$ cat src/rtl/cmdring_pkg.sv
package cmdring_pkg;

    typedef enum logic [1:0] {
        FS_IDLE = 2'd0,
        FS_REQ  = 2'd1,
        FS_WAIT = 2'd2
    } fetch_state_e;

    localparam logic [1:0] REG_RDPTR = 2'd0;
    localparam logic [1:0] REG_WRPTR = 2'd1;
    localparam logic [1:0] REG_CTRL  = 2'd2;
    localparam logic [1:0] REG_STAT  = 2'd3;

    localparam int RDPTR_RST_BIT = 15;
    localparam int CTRL_RUN_BIT  = 1;
    localparam int CTRL_IEN_BIT  = 0;
    localparam int STAT_ERR_BIT  = 0;

endpackage

$ cat src/rtl/cmdring_fifo.sv
module cmdring_fifo #(
    parameter int DATA_W = 32,
    parameter int DEPTH  = 4
) (
    input  logic              clk_i,
    input  logic              rst_ni,
    input  logic              flush_i,
    input  logic              push_i,
    input  logic [DATA_W-1:0] push_data_i,
    output logic              full_o,
    output logic              out_valid_o,
    input  logic              out_ready_i,
    output logic [DATA_W-1:0] out_data_o
);
    localparam int IDX_W = (DEPTH > 1) ? $clog2(DEPTH) : 1;
    localparam int CNT_W = $clog2(DEPTH + 1);
    localparam logic [IDX_W-1:0] LAST = IDX_W'(DEPTH - 1);

    typedef struct packed {
        logic [DEPTH-1:0][DATA_W-1:0] mem;
        logic [IDX_W-1:0]             wr;
        logic [IDX_W-1:0]             rd;
        logic [CNT_W-1:0]             cnt;
    } fifo_st_t;

    fifo_st_t q, d;
    logic     pop;

    assign out_valid_o = (q.cnt != '0);
    assign out_data_o  = q.mem[q.rd];
    assign full_o      = (q.cnt == CNT_W'(DEPTH));
    assign pop         = out_valid_o && out_ready_i;

    always_comb begin
        d = q;
        if (flush_i) begin
            d.wr  = '0;
            d.rd  = '0;
            d.cnt = '0;
        end else begin
            if (push_i) begin
                d.mem[q.wr] = push_data_i;
                d.wr        = (q.wr == LAST) ? '0 : q.wr + 1'b1;
            end
            if (pop) begin
                d.rd = (q.rd == LAST) ? '0 : q.rd + 1'b1;
            end
            d.cnt = q.cnt + CNT_W'(push_i) - CNT_W'(pop);
        end
    end

    always_ff @(posedge clk_i or negedge rst_ni) begin
        if (!rst_ni) q <= '0;
        else         q <= d;
    end


    no_overflow_chk: assert property (@(posedge clk_i) disable iff (!rst_ni)
        push_i |-> !full_o);


    out_hold_chk: assert property (@(posedge clk_i) disable iff (!rst_ni)
        (out_valid_o && !out_ready_i && !flush_i) |=> (out_valid_o && $stable(out_data_o)));

endmodule

$ cat src/rtl/cmdring_fetch.sv
module cmdring_fetch
    import cmdring_pkg::*;
#(
    parameter int ADDR_W = 32,
    parameter int DATA_W = 32,
    parameter int PTR_W  = 8
) (
    input  logic              clk_i,
    input  logic              rst_ni,
    input  logic              run_i,
    input  logic [PTR_W-1:0]  wp_i,
    input  logic              fifo_full_i,
    input  logic              ptr_rst_i,
    input  logic [ADDR_W-1:0] base_i,
    output logic              mem_req_valid_o,
    input  logic              mem_req_ready_i,
    output logic [ADDR_W-1:0] mem_req_addr_o,
    input  logic              mem_rsp_valid_i,
    input  logic [DATA_W-1:0] mem_rsp_data_i,
    input  logic              mem_rsp_err_i,
    output logic              push_o,
    output logic [DATA_W-1:0] push_data_o,
    output logic              err_o,
    output logic              busy_o,
    output logic [PTR_W-1:0]  rp_o
);
    typedef struct packed {
        fetch_state_e      state;
        logic [PTR_W-1:0]  rp;
        logic [ADDR_W-1:0] addr;
    } fetch_st_t;

    fetch_st_t        q, d;
    logic [PTR_W-1:0] nxt;

    assign nxt             = q.rp + PTR_W'(1);
    assign mem_req_valid_o = (q.state == FS_REQ);
    assign mem_req_addr_o  = q.addr;
    assign busy_o          = (q.state != FS_IDLE);
    assign rp_o            = q.rp;
    assign push_data_o     = mem_rsp_data_i;

    always_comb begin
        d      = q;
        push_o = 1'b0;
        err_o  = 1'b0;
        unique case (q.state)
            FS_IDLE: begin
                if (ptr_rst_i) begin
                    d.rp = '0;
                end else if (run_i && (q.rp != wp_i) && !fifo_full_i) begin
                    d.state = FS_REQ;
                    d.addr  = base_i + ADDR_W'({nxt, 2'b00});
                end
            end
            FS_REQ: begin
                if (mem_req_ready_i) d.state = FS_WAIT;
            end
            FS_WAIT: begin
                if (mem_rsp_valid_i) begin
                    d.state = FS_IDLE;
                    if (mem_rsp_err_i) begin
                        err_o = 1'b1;
                    end else begin
                        push_o = 1'b1;
                        d.rp   = nxt;
                    end
                end
            end
            default: d.state = FS_IDLE;
        endcase
    end

    always_ff @(posedge clk_i or negedge rst_ni) begin
        if (!rst_ni) q <= '{state: FS_IDLE, rp: '0, addr: '0};
        else         q <= d;
    end


    req_hold_chk: assert property (@(posedge clk_i) disable iff (!rst_ni)
        (mem_req_valid_o && !mem_req_ready_i) |=> (mem_req_valid_o && $stable(mem_req_addr_o)));


    stop_no_req_chk: assert property (@(posedge clk_i) disable iff (!rst_ni)
        $rose(mem_req_valid_o) |-> $past(run_i));


    rst_idle_chk: assert property (@(posedge clk_i) disable iff (!rst_ni)
        ptr_rst_i |-> (q.state == FS_IDLE));


    rp_step_chk: assert property (@(posedge clk_i) disable iff (!rst_ni)
        (rp_o != $past(rp_o)) |-> ((rp_o == PTR_W'($past(rp_o) + 1'b1)) || (rp_o == '0)));

endmodule

$ cat src/rtl/cmdring_regs.sv
module cmdring_regs
    import cmdring_pkg::*;
#(
    parameter int PTR_W = 8
) (
    input  logic             clk_i,
    input  logic             rst_ni,
    input  logic             reg_wr_i,
    input  logic [1:0]       reg_addr_i,
    input  logic [15:0]      reg_wdata_i,
    output logic [15:0]      reg_rdata_o,
    input  logic             busy_i,
    input  logic [PTR_W-1:0] rp_i,
    input  logic             err_set_i,
    output logic             run_o,
    output logic [PTR_W-1:0] wp_o,
    output logic             ptr_rst_o,
    output logic             irq_o
);
    typedef struct packed {
        logic             run;
        logic             ien;
        logic             rst_done;
        logic             err;
        logic [PTR_W-1:0] wp;
    } regs_st_t;

    regs_st_t q, d;
    logic     run_rep;

    assign run_rep = q.run || busy_i;
    assign run_o   = q.run;
    assign wp_o    = q.wp;
    assign irq_o   = q.err && q.ien;

    always_comb begin
        d         = q;
        ptr_rst_o = 1'b0;
        if (reg_wr_i) begin
            unique case (reg_addr_i)
                REG_RDPTR: begin
                    if (!reg_wdata_i[RDPTR_RST_BIT]) begin
                        d.rst_done = 1'b0;
                    end else if (!run_rep) begin
                        ptr_rst_o  = 1'b1;
                        d.rst_done = 1'b1;
                    end
                end
                REG_WRPTR: d.wp = reg_wdata_i[PTR_W-1:0];
                REG_CTRL: begin
                    d.run = reg_wdata_i[CTRL_RUN_BIT];
                    d.ien = reg_wdata_i[CTRL_IEN_BIT];
                end
                REG_STAT: begin
                    if (reg_wdata_i[STAT_ERR_BIT]) d.err = 1'b0;
                end
                default: ;
            endcase
        end
        if (err_set_i) d.err = 1'b1;
    end

    always_comb begin
        reg_rdata_o = '0;
        unique case (reg_addr_i)
            REG_RDPTR: begin
                reg_rdata_o[RDPTR_RST_BIT] = q.rst_done;
                reg_rdata_o[PTR_W-1:0]     = rp_i;
            end
            REG_WRPTR: reg_rdata_o[PTR_W-1:0] = q.wp;
            REG_CTRL: begin
                reg_rdata_o[CTRL_RUN_BIT] = run_rep;
                reg_rdata_o[CTRL_IEN_BIT] = q.ien;
            end
            REG_STAT: reg_rdata_o[STAT_ERR_BIT] = q.err;
            default: ;
        endcase
    end

    always_ff @(posedge clk_i or negedge rst_ni) begin
        if (!rst_ni) q <= '0;
        else         q <= d;
    end

    logic unused_wdata;
    assign unused_wdata = ^reg_wdata_i;


    err_src_chk: assert property (@(posedge clk_i) disable iff (!rst_ni)
        $rose(q.err) |-> $past(err_set_i));


    rst_ack_chk: assert property (@(posedge clk_i) disable iff (!rst_ni)
        $rose(q.rst_done) |-> (rp_i == '0));

endmodule

$ cat src/rtl/cmdring_dma.sv
module cmdring_dma #(
    parameter int ADDR_W     = 32,
    parameter int DATA_W     = 32,
    parameter int PTR_W      = 8,
    parameter int FIFO_DEPTH = 4
) (
    input  logic              clk_i,
    input  logic              rst_ni,
    input  logic              reg_wr_i,
    input  logic [1:0]        reg_addr_i,
    input  logic [15:0]       reg_wdata_i,
    output logic [15:0]       reg_rdata_o,
    input  logic [ADDR_W-1:0] ring_base_i,
    output logic              mem_req_valid_o,
    input  logic              mem_req_ready_i,
    output logic [ADDR_W-1:0] mem_req_addr_o,
    input  logic              mem_rsp_valid_i,
    input  logic [DATA_W-1:0] mem_rsp_data_i,
    input  logic              mem_rsp_err_i,
    output logic              cmd_valid_o,
    input  logic              cmd_ready_i,
    output logic [DATA_W-1:0] cmd_data_o,
    output logic              irq_o
);
    logic              run;
    logic              busy;
    logic              ptr_rst;
    logic              err_set;
    logic              fifo_full;
    logic              push;
    logic [DATA_W-1:0] push_data;
    logic [PTR_W-1:0]  rp;
    logic [PTR_W-1:0]  wp;

    cmdring_regs #(.PTR_W(PTR_W)) i_regs (
        .clk_i       (clk_i),
        .rst_ni      (rst_ni),
        .reg_wr_i    (reg_wr_i),
        .reg_addr_i  (reg_addr_i),
        .reg_wdata_i (reg_wdata_i),
        .reg_rdata_o (reg_rdata_o),
        .busy_i      (busy),
        .rp_i        (rp),
        .err_set_i   (err_set),
        .run_o       (run),
        .wp_o        (wp),
        .ptr_rst_o   (ptr_rst),
        .irq_o       (irq_o)
    );

    cmdring_fetch #(.ADDR_W(ADDR_W), .DATA_W(DATA_W), .PTR_W(PTR_W)) i_fetch (
        .clk_i           (clk_i),
        .rst_ni          (rst_ni),
        .run_i           (run),
        .wp_i            (wp),
        .fifo_full_i     (fifo_full),
        .ptr_rst_i       (ptr_rst),
        .base_i          (ring_base_i),
        .mem_req_valid_o (mem_req_valid_o),
        .mem_req_ready_i (mem_req_ready_i),
        .mem_req_addr_o  (mem_req_addr_o),
        .mem_rsp_valid_i (mem_rsp_valid_i),
        .mem_rsp_data_i  (mem_rsp_data_i),
        .mem_rsp_err_i   (mem_rsp_err_i),
        .push_o          (push),
        .push_data_o     (push_data),
        .err_o           (err_set),
        .busy_o          (busy),
        .rp_o            (rp)
    );

    cmdring_fifo #(.DATA_W(DATA_W), .DEPTH(FIFO_DEPTH)) i_fifo (
        .clk_i       (clk_i),
        .rst_ni      (rst_ni),
        .flush_i     (ptr_rst),
        .push_i      (push),
        .push_data_i (push_data),
        .full_o      (fifo_full),
        .out_valid_o (cmd_valid_o),
        .out_ready_i (cmd_ready_i),
        .out_data_o  (cmd_data_o)
    );

endmodule

$ cat config.mk
export PLATFORM = sky130hd
export DESIGN_NAME = cmdring_dma
export DESIGN_NICKNAME = d
export VERILOG_FILES = /design/src/rtl/cmdring_pkg.sv /design/src/rtl/cmdring_fifo.sv /design/src/rtl/cmdring_fetch.sv /design/src/rtl/cmdring_regs.sv /design/src/rtl/cmdring_dma.sv
export SDC_FILE = /design/constraint.sdc
export NUM_CORES = 1
export LEC_CHECK = 0
export BUFFER_PORTS_ARGS = -buffer_cell sky130_fd_sc_hd__buf_2
export CAP_MARGIN = 20
export CORE_ASPECT_RATIO = 0.8
export CORE_MARGIN = 2
export CORE_UTILIZATION = 55
export CTS_BUF_LIST = sky130_fd_sc_hd__clkbuf_16
export CTS_CLUSTER_DIAMETER = 100
export DETAILED_ROUTE_END_ITERATION = 12
export PLACE_DENSITY = 0.79
export SLEW_MARGIN = 20
export SYNTH_ARGS = -nofsm -noshare
export SYNTH_HDL_FRONTEND = slang
export SYNTH_SLANG_ARGS = --single-unit
$ cat constraint.sdc
create_clock -name clk_i -period 5.75 [get_ports clk_i]
set_input_delay 0.2875 -clock clk_i [delete_from_list [all_inputs] [get_ports clk_i]]
set_output_delay 0.2875 -clock clk_i [all_outputs]
set_load 0.03 [all_outputs]
==> results.sh <==
export IMPL_synth_seq_cells=189
export IMPL_max_cap_violations=0
export IMPL_worstSkewPairLatency_ps=430
export IMPL_final_util=0.632
export IMPL_holdWs_ps=54.9
export IMPL_antenna_cells=0
export IMPL_post_place_ws_ps=2530
export IMPL_synth_distinct_cells=59
export IMPL_slew_headroom=0.288
export IMPL_finalCritPeriodShare=0.577
export IMPL_core_mm2=0.0172
export IMPL_finalWorstSetupSlack_ps=2430
export IMPL_fp_dieW_um=152
export IMPL_clock_sinks=189
export IMPL_vdd_ir_drop_max_mv=0.270
export IMPL_stdcell_count=1087
export IMPL_synth_area_per_cell_um2=13.0
export IMPL_crit_buf_inv=0
export IMPL_grtUsageMet2=0.335
export IMPL_busiest_layer="met2"
export IMPL_finalPower_mw=5.68
export IMPL_worstSetupPathType="reg2reg"
export IMPL_internal_power_mw=3.53
export IMPL_drtIter0Drc=264
export IMPL_stdcell_area_mm2=0.0109
export IMPL_via_per_inst=5.52
export IMPL_drtAntennaViolNets=0
export IMPL_synth_warnings=0
export IMPL_switching_share=0.380
export IMPL_dr_pass1_iters=4
export IMPL_grt_met1_usage=0.317
export IMPL_p_comb_frac=0.398
export IMPL_dp_cells=1054
export IMPL_antenna_found_initial=0
export IMPL_drive_gt1_frac=0.448
export IMPL_drc=0
export IMPL_grt_start_max_net_pins=80
export IMPL_vias=6002
export IMPL_die_y_um=122
export IMPL_path_clk_slew_ps=80
export IMPL_grt_ovfl_total=0
export IMPL_max_stage_delay_ps=870
export IMPL_cp_data_arrival_time_ps=3640
export IMPL_grt_total_usage=0.217
export IMPL_finalMaxSlewViolations=0
export IMPL_met3_usage=0.0404
export IMPL_cts_root_buffer="clkbuf_16"
export IMPL_cp_end_kind="register"
export IMPL_setup_viol=0
export IMPL_startpoint_type="register"
export IMPL_fin_skew_ps=14.9
export IMPL_io_buffers=157
export IMPL_status="finished clean"
export IMPL_start_util=0.558
export IMPL_nets=957
export IMPL_ys_flop_type="dfrtp_1"
export IMPL_gp_congestion=0.821
export IMPL_final_common_cell="dfrtp_1"
export IMPL_total_leakage_power_nw=5.40
export IMPL_drt_total_wl_um=19200
export IMPL_first_global_vias=5998
export IMPL_hold_violations=0
export IMPL_rsz0062_at_grt="false"
export IMPL_synth_cell_area_mm2=0.00960
export IMPL_worst_path_max_fanout=11
export IMPL_io_pins=172
export IMPL_slowest_stage="o211ai_1"
export IMPL_rows=43
export IMPL_synth_cells=737
export IMPL_fin_setup_tns_ps=0
export IMPL_final_min_clock_period_ps=3320
export IMPL_cts_setup_buffers=0
export IMPL_fmax_ghz=0.301
export IMPL_grt_first_pass_wirelength_um=30900
export IMPL_wire_per_inst_um=17.6
export IMPL_hp_class="in2reg"
export IMPL_p_sw_mw=2.16
export IMPL_cts_tree="yes"
export IMPL_cellPowerDensity_mw_per_mm2=522
export IMPL_place_area_mm2=0.0103
export IMPL_async_flop_share=1.00
export IMPL_p_clk_frac=0.210
export IMPL_areaGrowthSynthToFinish_pct=13.2
export IMPL_ys_seq_area_frac=0.492
export IMPL_critPathTopFamily="compound AO/OA/AOI/OAI gates"
export IMPL_h_tree_depth=4
export IMPL_cts_buffers=17
export IMPL_cts_path_max_buffers=2
export IMPL_ctsResizeCount=0
export IMPL_seq_power_share=0.392
export IMPL_layout_common_cells="dfrtp_1, buf_2, mux2_2"
export IMPL_worst_slew_pin_slew_ps=1060
export IMPL_crit_chain="ha_1 -> nand3_1 -> xnor2_1 -> ha_1 -> o211ai_1 -> o211ai_1 -> nand2_2 -> o21a_1 -> o31a_1"
export IMPL_worstPathRequired_ps=6070
export IMPL_place_hpwl_um=12800
export IMPL_synth_edf_count=0
export IMPL_die_area_mm2=0.0185
[synthesized netlist by cell type, drive strengths merged (4+ instances only)]
cell type / instances / area share
a211oi: 4 / 0.0036
a21oi: 9 / 0.0047
and3: 7 / 0.0046
buf: 66 / 0.048
clkbuf: 10 / 0.0039
dfrtp: 189 / 0.49
ha: 17 / 0.022
inv: 18 / 0.0070
mux2: 141 / 0.18
mux2i: 6 / 0.0063
mux4: 33 / 0.077
nand2: 56 / 0.023
nand2b: 4 / 0.0026
nand3: 11 / 0.0068
nand3b: 4 / 0.0031
nand4: 11 / 0.0094
nor2: 21 / 0.0082
nor3: 5 / 0.0026
nor4: 4 / 0.0042
o211ai: 8 / 0.0063
o21ai: 40 / 0.021
xnor2: 15 / 0.014
xor2: 25 / 0.023
[sequential cells by signal, summed over array words and instances, names as in the netlist]
signal / count
i_regs.q: 3
i_regs.run_o: 1
i_regs.wp_o: 8
i_fifo.q: 135
i_fetch.q: 2
i_fetch.rp_o: 8
i_fetch.mem_req_addr_o: 32
[power by group through the flow]
stage | clock network, mW | registers, mW | logic [mW]
floorplan | 0 | 2.10 | 1.98
global placement | 0 | 2.22 | 2.23
detailed placement | 0 | 2.24 | 2.29
CTS | 1.22 | 2.23 | 2.30
global route | 1.28 | 2.30 | 2.46
finish | 1.19 | 2.23 | 2.26
[timing repair]
action	in CTS	in global routing
endpoints found under the hold margin	49	0
endpoints found under the setup margin	0	0
hold buffers	1	0
[path summary, 6_finish.rpt]
check	to	slack, ps	cells after the start	start
max in group asynchronous	i_fifo.q[20]$_DFFE_PN0P_	4080	3	rst_ni
setup reg to reg	i_fetch.mem_req_addr_o[31]$_DFFE_PN0P_	2430	9	i_fetch.rp_o[0]$_DFFE_PN0P_
min in group asynchronous	i_regs.q[9]$_DFFE_PN0P_	340	2	rst_ni
setup / recovery	i_fetch.mem_req_addr_o[31]$_DFFE_PN0P_	2430	9	i_fetch.rp_o[0]$_DFFE_PN0P_
hold reg to reg	i_fetch.mem_req_addr_o[17]$_DFFE_PN0P_	480	2	i_fetch.mem_req_addr_o[17]$_DFFE_PN0P_
hold / removal	i_fetch.q[41]$_DFFE_PN0P_	50	2	mem_rsp_valid_i
[final cells by class]
cell class | count | area (µm²)
well taps | 225 | 282
clock inverters | 15 | 174
multi-input cells | 460 | 4350
flip-flops and latches | 189 | 4730
clock buffers | 17 | 425
repair buffers | 163 | 842
inverters | 18 | 67.6
fillers | 1364 | 6340
[kinds of logic (layout without fill, tap and decap cells)]
family	count (synthesis)	after routing	synth area share
flip-flops	189	189	0.492
adder cells (fa/ha/maj)	19	19	0.0263
buffers and inverters	94	213	0.0585
multiplexers	180	180	0.261
AO/OA/AOI/OAI	83	83	0.0548
XOR/XNOR	40	40	0.0365
AND/OR/NAND/NOR	131	131	0.0703
other	1	7	0.000390
[metal layers]
layer / wire length, µm / vias to the layer above
met5: 0 / -
met4: 178 / 0
met3: 739 / 16
met2: 9160 / 135
met1: 9080 / 3019
li1: - / 2832
[worst register-to-register path, stage by stage, from the launching register on]
cell and delay (ps):
dfrtp_1 500, ha_1 280, nand3_1 130, xnor2_1 190
ha_1 390, o211ai_1 150, o211ai_1 870, nand2_2 180
o21a_1 240, o31a_1 270
(Power assumes the default switching activity.)
